[src/rtl/pfr_sequencer.sv]
module pfr_sequencer #(
  parameter int STAB_CYCLES = 8192,
  parameter int BASE_PERIOD = 512,
  parameter int ON_CYCLES   = 3
) (
  input  logic       clk,
  input  logic       por_n,
  input  logic       rst_lvl_ok,
  input  logic       warn_lvl_ok,
  input  logic       stop_mode,
  input  logic       reg_on,
  input  logic       mon_off_req,
  input  logic       chk_wr,
  input  logic [1:0] chk_wdata,
  input  logic       irq_en,
  input  logic       warn_clr,
  input  logic       por_clr,
  output logic       sys_rst,
  output logic       warn_flag,
  output logic       warn_irq,
  output logic       por_flag,
  output logic       mon_en,
  output logic [1:0] chk_cfg
);

  localparam int MAXP = BASE_PERIOD * 4;
  localparam int PW   = $clog2(MAXP);
  localparam int SW   = $clog2(STAB_CYCLES);

  typedef enum logic [1:0] {S_HOLD, S_STAB, S_RUN} st_t;

  st_t           state;
  logic [1:0]    rs, ws, live_p;
  logic [PW-1:0] hcnt, period_m1;
  logic [SW-1:0] scnt;
  logic          duty, mon_live, stop_gate;

  always_comb begin
    case (chk_cfg)
      2'd1:    period_m1 = PW'(BASE_PERIOD - 1);
      2'd2:    period_m1 = PW'(BASE_PERIOD * 2 - 1);
      default: period_m1 = PW'(BASE_PERIOD * 4 - 1);
    endcase
  end

  assign duty      = (state == S_HOLD) && (chk_cfg != 2'd0);
  assign stop_gate = stop_mode && !reg_on && mon_off_req;
  assign mon_en    = duty ? (hcnt >= period_m1 - PW'(ON_CYCLES - 1))
                          : ((state != S_RUN) || !stop_gate);
  assign mon_live  = mon_en && live_p[1];
  assign sys_rst   = (state != S_RUN) || !por_n;
  assign warn_irq  = warn_flag && irq_en;

  always_ff @(posedge clk or negedge por_n) begin
    if (!por_n) begin
      rs     <= 2'b00;
      ws     <= 2'b00;
      live_p <= 2'b00;
    end else begin
      rs     <= {rs[0], rst_lvl_ok};
      ws     <= {ws[0], warn_lvl_ok};
      live_p <= {live_p[0], mon_en};
    end
  end

  always_ff @(posedge clk or negedge por_n) begin
    if (!por_n) chk_cfg <= 2'd0;
    else if (chk_wr) chk_cfg <= chk_wdata;
  end

  always_ff @(posedge clk or negedge por_n) begin
    if (!por_n) hcnt <= '0;
    else if (!duty || hcnt >= period_m1) hcnt <= '0;
    else hcnt <= hcnt + 1'b1;
  end

  always_ff @(posedge clk or negedge por_n) begin
    if (!por_n) begin
      state <= S_HOLD;
      scnt  <= '0;
    end else begin
      case (state)
        S_HOLD: begin
          scnt <= '0;
          if (mon_live && rs[1]) state <= S_STAB;
        end
        S_STAB: begin
          scnt <= scnt + 1'b1;
          if (mon_live && !rs[1]) state <= S_HOLD;
          else if (scnt == SW'(STAB_CYCLES - 1)) state <= S_RUN;
        end
        default: begin
          scnt <= '0;
          if (mon_live && !rs[1]) state <= S_HOLD;
        end
      endcase
    end
  end

  always_ff @(posedge clk or negedge por_n) begin
    if (!por_n) begin
      warn_flag <= 1'b0;
      por_flag  <= 1'b0;
    end else begin
      if (state == S_RUN && mon_live && !ws[1]) warn_flag <= 1'b1;
      else if (warn_clr) warn_flag <= 1'b0;
      if (state == S_STAB && !(mon_live && !rs[1]) && scnt == SW'(STAB_CYCLES - 1))
        por_flag <= 1'b1;
      else if (por_clr) por_flag <= 1'b0;
    end
  end

  a_r2_irq_needs_flag: assert property (@(posedge clk) disable iff (!por_n)
    warn_irq |-> warn_flag);

  a_r3_cfg_held: assert property (@(posedge clk) disable iff (!por_n)
    !chk_wr |=> $stable(chk_cfg));

  a_r4_window_min: assert property (@(posedge clk) disable iff (!por_n)
    (duty && $rose(mon_en) && $stable(chk_cfg)) |=> mon_en);

  a_r5_flag_on_release: assert property (@(posedge clk) disable iff (!por_n)
    $fell(sys_rst) |-> por_flag);

  a_r6_gate_off: assert property (@(posedge clk) disable iff (!por_n)
    (!sys_rst && stop_mode && !reg_on && mon_off_req) |-> !mon_en);

  a_r6_reg_keeps_on: assert property (@(posedge clk) disable iff (!por_n)
    (!sys_rst && stop_mode && reg_on) |-> mon_en);

  a_r7_gated_no_reset: assert property (@(posedge clk) disable iff (!por_n)
    (!sys_rst && !mon_en) |=> !sys_rst);

  a_r7_gated_no_warn: assert property (@(posedge clk) disable iff (!por_n)
    (!sys_rst && !mon_en && !warn_flag) |=> !warn_flag);

endmodule

[config.mk]
export PLATFORM = sky130hd
export DESIGN_NAME = pfr_sequencer
export DESIGN_NICKNAME = d
export VERILOG_FILES = /design/src/rtl/pfr_sequencer.sv
export SDC_FILE = /design/constraint.sdc
export NUM_CORES = 1
export LEC_CHECK = 0
export ABC_AREA = 1
export BUFFER_PORTS_ARGS = -buffer_cell sky130_fd_sc_hd__buf_4
export CORE_MARGIN = 8
export CORE_UTILIZATION = 40
export CTS_CLUSTER_DIAMETER = 60
export DETAILED_ROUTE_END_ITERATION = 16
export HOLD_SLACK_MARGIN = 0.08
export PLACE_DENSITY = 0.61
export SYNTH_ARGS = -nofsm -noshare
export SYNTH_HDL_FRONTEND = slang
export SYNTH_SLANG_ARGS = --single-unit
[constraint.sdc]
create_clock -name clk -period 3.4 [get_ports clk]
set_input_delay 0.17 -clock clk [delete_from_list [all_inputs] [get_ports clk]]
set_output_delay 0.17 -clock clk [all_outputs]
set_load 0.03 [all_outputs]
==> metrics.md <==
| Metric | Value |
|---|---|
| First-pass GRT wire length | `5471 um` |
| Number of gates resized after CTS | `0` |
| Synthesized area per cell | `8.734 um2` |
| Root Buffer | `clkbuf_8` |
| Worst hold path depth | `3` |
| Max Clk Rate | `446.8 MHz` |
| Hold Path Class | `input pin to register` |
| Die Width | `82.25 um` |
| Total power | `1.093 mW` |
| Distinct cells, synth | `22` |
| Max-cap violations | `0` |
| Synthesized instance count | `201` |
| R2r setup slk | `1.48 ns` |
| # setup viols final | `0` |
| Compound-Gate Fraction of Synth Area | `6.415%` |
| Reg clk slew, reported paths | `0.07 ns` |
| Reg2reg start | `chk_cfg[0]` |
| Ys Warns | `0` |
| Hold_buf cts | `4` |
| CP required | `3.23 ns` |
| Io pins | `20` |
| Routed vias | `1320` |
| Net Count, Synth | `221` |
| Type of destination of the critical path | `output port` |
| Synth top cells by count | `36 x dfrtp_1, 34 x nand2_1, 30 x nor2_1, 29 x inv_1, 11 x a21oi_1` |
| Vias per std cell | `4.681` |
| Initial DRC count | `55` |
| Relative slew slack | `53.03%` |
| DP Worst Slack | `1.469 ns` |
| CTS buffer count | `5` |
| Remaining antenna violation count after routing | `0` |
| GRT Util Overall | `10.65%` |
| WL per Instance | `10.99 um` |
| Reg-to-Reg End | `state[1]` |
| Layout cells sized above 1 | `19.13%` |
| RePlAce Congestion | `0.7899` |
| Die ar. | `6764 um2` |
| Main combinational cell family by area after synthesis | `simple AND/OR/NAND/NOR gates` |
| Synth area leader | `dfrtp_1` |
| Slew Limit Fails | `0` |
| Least-Margin Pin Slew | `0.7019 ns` |
| Synth Area in Simple Gates | `26.66%` |
| Final hold violations | `0` |
| Leading post-synthesis cells by cell area | `dfrtp_1 51%, nand2_1 7.3%, nor2_1 6.4%` |
| Clock Latency Late Sink | `0.29 ns` |
| Pre-Repair DR Iteration Count | `4` |
| Post-synthesis xor/xnor area fraction | `3.493%` |
| Grt total ovfl | `0` |
| Placed Instances | `270` |
| Top-count cell post-synth | `dfrtp_1` |
| Hold Path Sink | `chk_cfg[1]` |
| Startpoint Class | `register` |
| Worst Hold Launch | `chk_wdata[1]` |
| Power Density | `520.9 nW/um2` |
| Seq/Total Area, Yosys | `51.32%` |
| Finished Layout Cells | `282` |
| Fin nets | `249` |
| Area grow syn2layout | `19.53%` |
| Antenna violations before repair | `0` |
| Min Tclk post-route | `2.238 ns` |
| Fin Setup TNS | `0 ns` |
| # Post-CTS Setup Buffers | `0` |
| Syn Std Cell Area | `1755 um2` |
| Row cnt | `24` |
| # H-tree levels | `2` |
| Largest net degree at the start of global routing | `38` |
| Critical path peak fanout | `3` |
| Dominant synthesized flop cell | `dfrtp_1` |
| CTS tree | `built` |
| Post-synth top area share | `51.32%` |
| # DRC | `0` |
| Worst-case clock buffer depth | `2` |
| Worst Setup SP | `chk_cfg[0]` |
| Final critical-path share of the clock period | `65.82%` |
| Asr flop ratio synth | `100.0%` |
| CTS Sinks | `36` |
| Adder-cell share of the synthesized area | `4.989%` |
| Total core area | `4294 um2` |
| Input/output buffers | `19` |
| RSZ-0062 raised after global routing | `no` |
| Die H | `82.25 um` |
| Maximum VDD drop | `239.9 uV` |
| Vias in the first global route | `1270` |
| Mux contribution to synthesized area | `0%` |
| R2r worst-path depth | `10` |
| Final clock skew | `0.006799 ns` |
| Yosys reg bits | `36` |
| Antenna diode count | `0` |
| Post-synth EDFFs | `0` |
| Total wire length | `3098 um` |
| Leak | `0.9556 nW` |
| Arrival time of the worst setup path | `2.07 ns` |
| Status | `completed` |
| Final worst slack | `1.162 ns` |
| DP Wirelength | `2239 um` |
| Initial Util | `40.88%` |
| CP Class | `register to output port` |
[worst max path at each step]
stage | endpoint | slack (ns) | cells after the start
after global routing | mon_en | 0.93 | 10
after global placement | mon_en | 1.52 | 10
after CTS | mon_en | 1.14 | 10
after floorplan | mon_en | 1.37 | 9
final | mon_en | 1.16 | 10
after detailed placement | mon_en | 1.47 | 10
[final cells by class]
class	instances	area (um2)
Clock buffer	5	68.82
Clock inverter	3	42.54
Fill cell	406	2196
Inverter	29	108.9
Multi-Input combinational cell	134	729.5
Sequential cell	36	900.9
Tap cell	52	65.06
Timing Repair Buffer	23	182.7
[cell families after synthesis]
group | count (synthesis)
compound gates | 22
xor+xnor | 7
fa+ha+maj | 7
buf+inv | 31
flops | 36
simple gates | 98
[placed cells by master (no fill, tap or decap), drive strengths merged]
| master | count |
|---|---|
| a21oi | 11 |
| and3 | 2 |
| buf | 19 |
| bufinv | 1 |
| clkbuf | 5 |
| clkinv | 1 |
| clkinvlp | 1 |
| dfrtp | 36 |
| dlygate4sd3 | 4 |
| ha | 7 |
| inv | 29 |
| nand2 | 37 |
| nand3 | 11 |
| nand3b | 2 |
| nand4 | 4 |
| nor2 | 38 |
| nor3 | 4 |
| o211ai | 1 |
| o21ai | 10 |
| xnor2 | 4 |
| xor2 | 3 |
[flip-flops by register name, indices dropped and copies added, names as in the netlist]
| signal | cells |
|---|---|
| ws | 2 |
| scnt | 13 |
| rs | 2 |
| warn_flag | 1 |
| hcnt | 11 |
| por_flag | 1 |
| live_p | 2 |
| chk_cfg | 2 |
| state | 2 |
[per-layer routing]
| layer | global-route usage, % | wire, um | vias to the layer above |
|---|---|---|---|
| li1 | - | - | 689 |
| met2 | 15.90 | 1319 | 24 |
| met3 | 3.463 | 209 | 7 |
| met5 | 0 | 0 | - |
| met4 | 6.842 | 90 | 0 |
| met1 | 12.93 | 1478 | 600 |
[where the power goes]
group          internal, mW  switching, mW
Clock                 0.217          0.156
Combinational        0.0775          0.138
Sequential            0.471         0.0340
[stage by stage]
| step | hold slack, ns | instance area [um2] | util, % |
|---|---|---|---|
| finish | 0.08133 | 2098 | 48.86 |
| global route | 0.09444 | 2098 | 48.86 |
| CTS | 0.08015 | 2098 | 48.86 |
| detailed placement | 0.1544 | 1947 | 45.34 |
| global placement | 0.1582 | 1947 | 45.34 |
| floorplan | -0.1256 | 1755 | - |
[critical path, cell delays in order (launching register included)]
cell	delay [ns]
dfrtp_1	0.37
inv_1	0.06
ha_1	0.29
ha_1	0.29
nand2_1	0.09
nor2_1	0.16
nand3_1	0.10
nand3_1	0.11
nand2_1	0.08
inv_1	0.07
buf_4	0.16
No activity file was read; power rests on OpenSTA's default activity.
